[src/rtl/icm_pkg.sv]
package icm_pkg;

    localparam int VEC_W = 8;

    typedef enum logic {
        GATE_SHUT = 1'b0,
        GATE_OPEN = 1'b1
    } gate_e;

    typedef struct packed {
        logic             valid;
        logic [VEC_W-1:0] vec;
    } irq_req_t;

    // Rings 0/1 map directly; data rings skip vectors 2 and 3.
    function automatic logic [VEC_W-1:0] ring_vector(input int ring);
        int v;
        v = (ring < 2) ? ring : ring + 2;
        return v[VEC_W-1:0];
    endfunction

endpackage

[src/rtl/icm_credit_cnt.sv]
module icm_credit_cnt #(
    parameter int CNT_W = 16
) (
    input  logic             clk,
    input  logic             rst,
    input  logic             cmpl,
    input  logic             ret_wr,
    input  logic [CNT_W-1:0] ret_val,
    output logic [CNT_W-1:0] cnt_q,
    output logic             nxt_zero,
    output logic             err_q
);
    localparam int SUM_W = CNT_W + 1;
    localparam logic [CNT_W-1:0] CNT_MAX = '1;

    logic [SUM_W-1:0] sum_raw;
    logic [CNT_W-1:0] sum_sat;
    logic [CNT_W-1:0] dec;
    logic             over;
    logic [CNT_W-1:0] cnt_d;

    always_comb begin
        sum_raw  = {1'b0, cnt_q} + {{CNT_W{1'b0}}, cmpl};
        sum_sat  = sum_raw[CNT_W] ? CNT_MAX : sum_raw[CNT_W-1:0];
        dec      = ret_wr ? ret_val : '0;
        over     = dec > sum_sat;
        cnt_d    = over ? '0 : (sum_sat - dec);
        nxt_zero = (cnt_d == '0);
    end

    always_ff @(posedge clk) begin
        if (rst) begin
            cnt_q <= '0;
            err_q <= 1'b0;
        end else begin
            cnt_q <= cnt_d;
            if (over) err_q <= 1'b1;
        end
    end
endmodule

[src/rtl/icm_gate_ctrl.sv]
module icm_gate_ctrl
    import icm_pkg::*;
(
    input  logic  clk,
    input  logic  rst,
    input  logic  cmpl,
    input  logic  ret_wr,
    input  logic  nxt_zero,
    output gate_e gate_q,
    output logic  fire
);
    gate_e gate_d;

    always_comb begin
        fire   = 1'b0;
        gate_d = gate_q;
        if (gate_q == GATE_OPEN) begin
            if (cmpl && !nxt_zero) begin
                fire   = 1'b1;
                gate_d = GATE_SHUT;
            end
        end else if (ret_wr) begin
            if (nxt_zero) gate_d = GATE_OPEN;
            else          fire   = 1'b1;
        end
    end

    always_ff @(posedge clk) begin
        if (rst) gate_q <= GATE_OPEN;
        else     gate_q <= gate_d;
    end
endmodule

[src/rtl/icm_irq_emit.sv]
module icm_irq_emit
    import icm_pkg::*;
#(
    parameter int RING_ID = 3
) (
    input  logic     clk,
    input  logic     rst,
    input  logic     fire,
    output irq_req_t req_q
);
    localparam logic [VEC_W-1:0] MY_VEC = ring_vector(RING_ID);

    always_ff @(posedge clk) begin
        if (rst) begin
            req_q <= '0;
        end else begin
            req_q.valid <= fire;
            req_q.vec   <= fire ? MY_VEC : '0;
        end
    end
endmodule

[src/rtl/icm_moderator.sv]
module icm_moderator
    import icm_pkg::*;
#(
    parameter int CNT_W   = 16,
    parameter int RING_ID = 3
) (
    input  logic             clk,
    input  logic             rst,
    input  logic             cmpl_i,
    input  logic             cred_wr_i,
    input  logic [CNT_W-1:0] cred_val_i,
    output logic             irq_o,
    output logic [7:0]       irq_vec_o,
    output logic [CNT_W-1:0] credits_o,
    output logic             over_ret_o
);
    logic     nxt_zero;
    logic     fire;
    gate_e    gate_q;
    irq_req_t req;

    icm_credit_cnt #(.CNT_W(CNT_W)) i_cnt (
        .clk      (clk),
        .rst      (rst),
        .cmpl     (cmpl_i),
        .ret_wr   (cred_wr_i),
        .ret_val  (cred_val_i),
        .cnt_q    (credits_o),
        .nxt_zero (nxt_zero),
        .err_q    (over_ret_o)
    );

    icm_gate_ctrl i_gate (
        .clk      (clk),
        .rst      (rst),
        .cmpl     (cmpl_i),
        .ret_wr   (cred_wr_i),
        .nxt_zero (nxt_zero),
        .gate_q   (gate_q),
        .fire     (fire)
    );

    icm_irq_emit #(.RING_ID(RING_ID)) i_emit (
        .clk   (clk),
        .rst   (rst),
        .fire  (fire),
        .req_q (req)
    );

    assign irq_o     = req.valid;
    assign irq_vec_o = req.vec;
endmodule

[config.mk]
export PLATFORM = sky130hd
export DESIGN_NAME = icm_moderator
export DESIGN_NICKNAME = d
export VERILOG_FILES = /design/src/rtl/icm_pkg.sv /design/src/rtl/icm_credit_cnt.sv /design/src/rtl/icm_gate_ctrl.sv /design/src/rtl/icm_irq_emit.sv /design/src/rtl/icm_moderator.sv
export SDC_FILE = /design/constraint.sdc
export NUM_CORES = 1
export LEC_CHECK = 0
export BUFFER_PORTS_ARGS = -buffer_cell sky130_fd_sc_hd__buf_2
export CORE_MARGIN = 3
export CORE_UTILIZATION = 40
export CTS_CLUSTER_SIZE = 10
export DETAILED_ROUTE_END_ITERATION = 10
export HOLD_SLACK_MARGIN = 0.06
export PLACE_DENSITY = 0.62
export SLEW_MARGIN = 15
export SYNTH_ARGS = -nofsm -noshare
export SYNTH_HDL_FRONTEND = slang
export SYNTH_SLANG_ARGS = --single-unit
[constraint.sdc]
create_clock -name clk -period 4 [get_ports clk]
set_clock_uncertainty 0.1 [all_clocks]
set_input_delay 0.8 -clock clk [delete_from_list [all_inputs] [get_ports clk]]
set_output_delay 0.8 -clock clk [all_outputs]
set_load 0.1 [all_outputs]
Word-level counts from Yosys, hierarchy flattened
Index checks and enable logic that the tools add are counted.
Storage, ports and cells
  bits of input ports: 20
  output and inout port bits: 26
  word-level logic and storage cells: 23
  flip-flop bits (word level): 27
Cells by class
  reductions and logical operators: 3
  magnitude comparators: 1
  add/sub/neg operators: 2
  muxes and demuxes: 12
Operator list (count)
  two-way mux 16 bit: 3
  adder 16 x 1 -> 17 bit: 1
  greater-than comparator 16 bit: 1
  logical NOT 16 bit: 1
  subtractor 16 bit: 1
  two-way mux 1 bit: 8
  two-way mux 3 bit: 1
  logical AND 1 bit: 1
  logical NOT 1 bit: 1

Longest topological paths before layout
Gate-level depths: netlist of the first run.
  word-level depth: 10
  gate-level depth with buffers: 19
  gate-level depth less buffers: 18

Hierarchy
Synthesis of the first run repeated with hierarchy kept, for this count alone.
Second synthesis, totals
  cell total of the unflattened synthesis: 244
  area, all modules: 1865.5 um^2
By module, submodules not included
  icm_credit_cnt: area each 1714.1 um^2, cells an instance 226, instances 1
  icm_irq_emit: area each 97.6 um^2, cells an instance 11, instances 1
  icm_gate_ctrl: area each 53.8 um^2, cells an instance 7, instances 1

Worst setup path after synthesis of the first run
No wires, ideal clock.
  path type: register -> register
  start: register i_cnt.cnt_q[4]
  end: register i_emit.req_q[0] (netlist bit)
  data required time: 3.782 ns
  path slack: -0.432 ns
  arrival: 4.214 ns
  buffers on the path: 1
  cell stages (with the launch flop): 18
  setup time: 0.118 ns
  period minus slack after synthesis: 4.432 ns
  cell sequence: dfxtp_1 -> and3_1 -> and3_1 -> and3_1 -> nand2_1 -> nor2_1 -> nand4_1 -> clkbuf_1 -> nand2_1 -> ha_1 -> a21o_1 -> a221o_1 -> a21o_1 -> a311oi_2 -> nand2_1 -> nor4_2 -> and3_1 -> nor3_1
On the way
  word-level cells in the longest chain between the ends: 10
  elaborated cells between the ends (all ways): 13
  classes of those cells: add/sub (2); order compare (1); mux (7); reduce/logical (3)
Ends and longest elaborated chain
  from (decl): RTL line icm_credit_cnt.sv:9  | output logic [CNT_W-1:0] cnt_q,
  from (signal assigned): RTL line icm_credit_cnt.sv:36  | cnt_q <= cnt_d;
  adder 16 x 1 -> 17 bit *: RTL line icm_credit_cnt.sv:23  | sum_raw = {1'b0, cnt_q} + {{CNT_W{1'b0}}, cmpl};
  two-way mux 16 bit *: RTL line icm_credit_cnt.sv:24  | sum_sat = sum_raw[CNT_W] ? CNT_MAX : sum_raw[CNT_W-1:0];
  subtractor 16 bit or greater-than comparator 16 bit (tied branches): RTL line icm_credit_cnt.sv:27, icm_credit_cnt.sv:26
  two-way mux 16 bit *: RTL line icm_credit_cnt.sv:27  | cnt_d = over ? '0 : (sum_sat - dec);
  logical NOT 16 bit *: RTL line icm_credit_cnt.sv:28  | nxt_zero = (cnt_d == '0);
  logical NOT 1 bit: RTL line icm_gate_ctrl.sv:18  | if (cmpl && !nxt_zero) begin
  logical AND 1 bit: RTL line icm_gate_ctrl.sv:18
  two-way mux 1 bit: RTL line icm_gate_ctrl.sv:18
  two-way mux 1 bit *: RTL line icm_gate_ctrl.sv:17  | if (gate_q == GATE_OPEN) begin
  two-way mux 3 bit *: RTL line icm_irq_emit.sv:18  | req_q.vec <= fire ? MY_VEC : '0;
  to (decl): RTL line icm_irq_emit.sv:9  | output irq_req_t req_q
Every way passes the cells marked *; elsewhere a longest branch is shown, timed or not.
A chain may end at the register's enable or synchronous reset.

Worst setup path after layout of the first run
  start: input cmpl_i
  end: register i_emit.req_q[0] (netlist bit)
On the way
  word-level cells in the longest chain between the ends: 10
  elaborated cells between the ends (all ways): 13
  classes of those cells: add/sub (2); order compare (1); mux (7); reduce/logical (3)
Ends and longest elaborated chain
  from (decl): RTL line icm_moderator.sv:9  | input logic cmpl_i,
  adder 16 x 1 -> 17 bit: RTL line icm_credit_cnt.sv:23
  two-way mux 16 bit: RTL line icm_credit_cnt.sv:24
  subtractor 16 bit or greater-than comparator 16 bit (tied branches): RTL line icm_credit_cnt.sv:27, icm_credit_cnt.sv:26
  two-way mux 16 bit: RTL line icm_credit_cnt.sv:27
  logical NOT 16 bit: RTL line icm_credit_cnt.sv:28
  logical NOT 1 bit: RTL line icm_gate_ctrl.sv:18
  logical AND 1 bit: RTL line icm_gate_ctrl.sv:18
  two-way mux 1 bit: RTL line icm_gate_ctrl.sv:18
  two-way mux 1 bit *: RTL line icm_gate_ctrl.sv:17
  two-way mux 3 bit *: RTL line icm_irq_emit.sv:18
Marks and branches as above.

==> impl_metrics.yaml, run 1 <==
cells_and_area:
  final_util: 0.6763
  diodes: 0
  drive_gt1_frac: 0.4716
  fin_nets: 376
  area_delta_synth_final_pct: 56.41
setup_path:
  required_ps: 4040
  critPathLaunchType: "input port"
  reg2reg_to: "i_emit.req_q[0]"
  crit_family: "simple AND/OR/NAND/NOR gates"
  r2r_cells: 18
  crit_type: "in -> reg"
  cpMaxStageDelayCell: "fa_2"
  cp_num_buf_inv: 4
  critPathCaptureType: "flop"
  r2r_slack_ps: 180
  path_cells: "buf_6, ha_4, ha_4, and3_4, nand2_4, nor2_4, nand4_1, buf_6, nor2b_4, ha_2, inv_2, fa_2, a211oi_4, buf_4, o21ai_4, a31oi_2, o21bai_1, xnor2_1, and4_1, and3_4, nor3_2"
  crit_fanout: 7
  cp.arrival_ps: 4020
  r2r_start: "i_cnt.cnt_q[3]"
  slowest_delay_ps: 380
hold_path:
  hold_path_end: "i_cnt.err_q"
  hold_class: "reg -> reg"
  hp-start: "i_cnt.err_q"
  whs_path_depth: 2
die:
  io_pins: 46
  die_w_um: 73.40
  dieArea_sq_mm: 0.005387
  dieHeight_um: 73.40
  num_rows: 23
  initial_core_util: 0.4324
  fp.coreArea_sq_mm: 0.004202
logic_synthesis:
  synth.most_common_cell: "nand2_1"
  synthCells: 236
  synth_top_area_share: 0.2094
  synth-seq-area-share: 0.2094
  synthDistinctLibCells: 43
  synth_flop_cell: "dfxtp_1"
  synth-seq-cells: 19
  synth_edf_count: 0
  ys_top_cells_by_area: "dfxtp_1, ha_1, nand2_1"
  yosys_warnings: 0
  syn_avg_cell_area_sq_um: 7.698
  netlist_area_sq_mm: 0.001817
  ys_top_cells_by_count: "nand2_1, nor2_1, dfxtp_1, ha_1"
  yosysTopAreaCell: "dfxtp_1"
  synthArstFlopShare: 0
drt:
  wl_um: 5553
  num_vias: 2032
  routed_via_density: 5.278
  drtIter0Drc: 89
  firstDrtPassIters: 4
  wire_per_inst_um: 14.42
  drc: 0
  antenna_left: 0
clock_network:
  holdBufCountCts: 0
  numCtsBuffers: 3
  cts_max_level: 1
  cts.sinks: 19
  worst_skew_pair.late_latency_ps: 250
  root_buffer: "clkbuf_8"
  clockBufferDepth: 2
  path_clk_slew_ps: 70
  tritoncts: "yes"
grt:
  globalRoute.totalOverflow: 0
  grt_util_met2: 0.3059
  grt_antenna_before_repair: 0
  grt_pass1_wl_um: 8362
  grt_max_degree: 19
  groute.layer.met3.usage: 0.01231
  track_usage: 0.1962
  grt_util_met1: 0.2951
  grt.busiest_layer: "met2"
  grt_pass1_vias: 1779
sta:
  hold_violations: 0
  fin_crit_sh: 0.9952
  holdWs_ps: 387.7
  fmax_mhz: 251.2
  finalSetupViolCount: 0
  rsz0062_at_grt: "yes"
  worst_slew_pin_slew_ps: 536.0
  fin_crit_ps: 3981
  slew_viol_final: 0
  slew-limit-headroom: 0.6394
placement:
  port-buffer-count: 39
  gp_congestion: 0.9038
  dpl.hpwl_um: 4312
pwr:
  ir_drop_v: 0.0004113
  powerDensity_mw_per_mm2: 816.5
  power.leakage_uw: 0.001392
flow_run:
  cap_violations: 0
run_status:
  outcome: "completed"
[per-stage QoR]
step                cells  TNS (ps)  instance area [sq um]  total power (uW)  setup WS (ps)
CTS                   375         0                   2649              2144          23.64
finish                385         0                   2841              2320          19.04
global placement      370     -3479                   2562              1958         -227.0
global route          385    -969.8                   2841              2468         -102.5
detailed placement    370     -5442                   2562              1962         -329.9
floorplan             241         0                   2007              1433          24.72
[state kept, by name (all words and copies together), names as in the netlist]
register,count
i_cnt.cnt_q,16
i_cnt.err_q,1
i_emit.req_q,1
i_gate.gate_q,1
[cell type report]
type                    count  area (sq um)
multi-input cells         204          1627
inverters                   5         18.77
fillers                   366          1360
flip-flops and latches     19         399.1
clock buffers               4         45.04
well taps                  50         62.56
repair buffers            103         689.4
[layer usage]
metal	wire length [um]	up-vias
li1	-	1029
met1	2686	942
met2	2500	55
met3	326	6
met4	39	0
met5	0	-
[power by group]
group          internal [uW]  switching, uW  leakage, uW
registers                250           65.3     0.000159
logic                    808           1070      0.00121
clock network           70.7           57.5    0.0000228
total                   1130           1190      0.00139
[tightest hold or removal path, delay by kind of cell, from the launching register on]
family	cells	cell delay [ps]
DFF	1	330
and+or+nand+nor	2	130
[placed cells by master (no fill, tap or decap), types with 4 or more instances in the layout]
cell type | synthesis | layout
o21ai_0 | 12 | 11
dfxtp_2 | 0 | 6
ha_1 | 19 | 10
conb_1 | 1 | 6
nand2b_1 | 5 | 5
nand3_1 | 8 | 8
a21o_1 | 5 | 4
xor2_1 | 12 | 11
and2_1 | 4 | 4
ha_4 | 0 | 8
nor2_1 | 22 | 20
nand2_4 | 0 | 5
a21oi_1 | 11 | 9
nand2_1 | 33 | 27
and3_1 | 12 | 10
inv_1 | 5 | 4
buf_4 | 9 | 62
buf_2 | 0 | 38
xnor2_1 | 8 | 8
dfxtp_1 | 19 | 10
a211oi_1 | 5 | 4
[how the worst max path moves through the flow]
| stage | start | end | depth (start not counted) |
|---|---|---|---|
| after floorplan | i_cnt.cnt_q[11] | i_emit.req_q[0] | 14 |
| after global placement | cmpl_i | i_emit.req_q[0] | 19 |
| after detailed placement | cmpl_i | i_cnt.cnt_q[2] | 20 |
| after CTS | cmpl_i | i_cnt.cnt_q[2] | 20 |
| after global routing | cmpl_i | i_emit.req_q[0] | 20 |
| final | cmpl_i | i_emit.req_q[0] | 21 |
[cell families (layout without fill, tap and decap cells)]
logic type      count (synthesis)  after routing  synth area share
xor+xnor                       20             20           0.09642
buf+inv                        18            112           0.05991
other cells                     1              6          0.002064
simple gates                  103            103            0.2824
compound gates                 55             55            0.2080
fa+ha+maj                      20             20            0.1419
flops                          19             19            0.2094
[repair_timing]
item | 4_1_cts | 5_1_grt
endpoints found under the setup margin | 18 | 19
endpoints found under the hold margin | 0 | 0
pin swaps | 6 | 18
gates resized for setup | 6 | 24
cloned | 0 | 1
buffers inserted | 1 | 10
No activity file was read; power rests on OpenSTA's default activity.
==> run 2, diff against run 1 <==
Settings changed: ABC_AREA set to 1, PLACE_DENSITY 0.62 to 0.6.
==> impl_metrics.yaml, run 2 <==
drt:
  wl_um: 6337
  drtIter0Drc: 99
  routed_via_density: 4.675
  antenna_left: 0
  firstDrtPassIters: 4
  drc: 0
  wire_per_inst_um: 11.59
  num_vias: 2557
die:
  io_pins: 46
  fp.coreArea_sq_mm: 0.005540
  dieHeight_um: 81.95
  die_w_um: 81.95
  num_rows: 27
  initial_core_util: 0.4164
  dieArea_sq_mm: 0.006715
sta:
  hold_violations: 0
  slew_viol_final: 0
  fin_crit_ps: 3835
  fmax_mhz: 260.7
  finalSetupViolCount: 0
  fin_crit_sh: 0.9588
  setup_tns_ps: 0
clock_network:
  clockBufferDepth: 2
  worst_skew_pair.late_latency_ps: 250
  cts.sinks: 19
  cts_max_level: 1
  root_buffer: "clkbuf_8"
  path_clk_slew_ps: 60
  tritoncts: "yes"
  numCtsBuffers: 3
run_status:
  outcome: "completed"
grt:
  track_usage: 0.1870
  grt_antenna_before_repair: 0
  grt_max_degree: 19
  grt_pass1_wl_um: 9853
  grt_pass1_vias: 2268
  globalRoute.totalOverflow: 0
setup_path:
  crit_family: "simple AND/OR/NAND/NOR gates"
  critPathLaunchType: "input port"
  cpMaxStageDelayCell: "ha_1"
  crit_fanout: 8
  required_ps: 4050
  cp.arrival_ps: 3880
  slowest_delay_ps: 300
  cp_num_buf_inv: 4
  cpMostUsedCell: "nand2_1"
  crit_type: "in -> reg"
  critPathCaptureType: "flop"
cells_and_area:
  nFillCells: 578
  diodes: 0
  ff_latch_area_sq_um: 385.4
  final_util: 0.5465
  final_common_cell: "nand2_1"
  area_delta_synth_final_pct: 31.24
  multiInputGateArea_sq_mm: 0.001757
  largest_reg_flops: 16
  top_register: "i_cnt.cnt_q"
  drive_gt1_frac: 0.2968
  layout_common_cells: "nand2_1, inv_1, buf_2"
  fin_nets: 516
logic_synthesis:
  synthDistinctLibCells: 31
  syn_avg_cell_area_sq_um: 5.725
  synth_edf_count: 0
  synth_flop_cell: "dfxtp_1"
  yosys_warnings: 0
  synth-seq-cells: 19
  yosysTopAreaCell: "nand2_1"
  netlist_area_sq_mm: 0.002307
  ys_top_cells_by_area: "nand2_1, dfxtp_1, inv_1"
  synthArstFlopShare: 0
  synth-seq-area-share: 0.1649
  synth.most_common_cell: "nand2_1"
  synth_top_area_share: 0.2148
  synthCells: 403
  ys_top_cells_by_count: "nand2_1, inv_1, nor2_1"
placement:
  port-buffer-count: 39
  gp_congestion: 0.8868
  dpl.hpwl_um: 5299
flow_run:
  cap_violations: 0
hold_path:
  hold_class: "reg -> reg"
run 2: cell count changes after synthesis, moves of 6 or more:
| cell | previous run | this run |
|---|---|---|
| nand2_1 | 33 | 132 |
| nand4_1 | 2 | 8 |
| nor2_1 | 22 | 38 |
| nand3_1 | 8 | 32 |
| nor2_2 | 0 | 6 |
| and3_1 | 12 | 0 |
| nand2_2 | 0 | 9 |
| o21ai_0 | 12 | 6 |
| inv_1 | 5 | 71 |
| xor2_1 | 12 | 4 |
| xnor2_1 | 8 | 0 |
run 2: through the flow:
stage	instances	instance area [sq um]	setup WS, ps	hold WS (ps)
2_1_floorplan	408	2331	1.287	347.7
3_3_place_gp	536	2750	-148.8	351.6
3_5_place_dp	536	2750	-264.7	371.6
4_1_cts	540	2795	8.807	387.5
5_1_grt	547	3028	-55.81	421.3
6_report	547	3028	164.6	387.4
run 2: layer usage:
layer  track usage  part of all wire
met5             0                 0
met4       0.04319             0.019
met1        0.2520              0.49
met3      0.009868             0.026
met2        0.3255              0.46
run 2: cell families after synthesis:
kind of cell | synth area share
AOI/OAI and AO/OA | 0.06454
xor gates and xnor gates | 0.01518
adders and majority gates | 0.1117
buffers and inverters | 0.1616
DFF | 0.1649
other | 0.001625
and+or+nand+nor | 0.4805
run 2: worst min-delay path, delay by kind of cell, from the launching register on:
family        cells  cell delay (ps)
flops             1              330
simple gates      2              120
run 2: final timing paths:
check / end / cells after the start / from / slack, ps
setup / recovery: i_emit.req_q[0] / 26 / cmpl_i / 160
hold / removal: i_cnt.err_q / 2 / i_cnt.err_q / 390
setup reg to reg: i_emit.req_q[0] / 26 / i_cnt.cnt_q[4] / 460
hold reg to reg: i_cnt.err_q / 2 / i_cnt.err_q / 390
run 2: layout make-up:
cell class	count	share of cell area
clock buffer	4	0.01488
sequential	19	0.1273
inverter	73	0.09050
tap	72	0.02975
multi-input combinational	303	0.5802
timing repair buffer	76	0.1574
run 2: timing repair:
action / in CTS / in global routing
resized for setup: 0 / 41
setup endpoints to repair: 0 / 8
hold buffers: 0 / 0
setup buffers: 0 / 6
Power of run 2 is not shown: default switching activity piles up to over one toggle a cycle in this logic, so the estimate is an artifact.
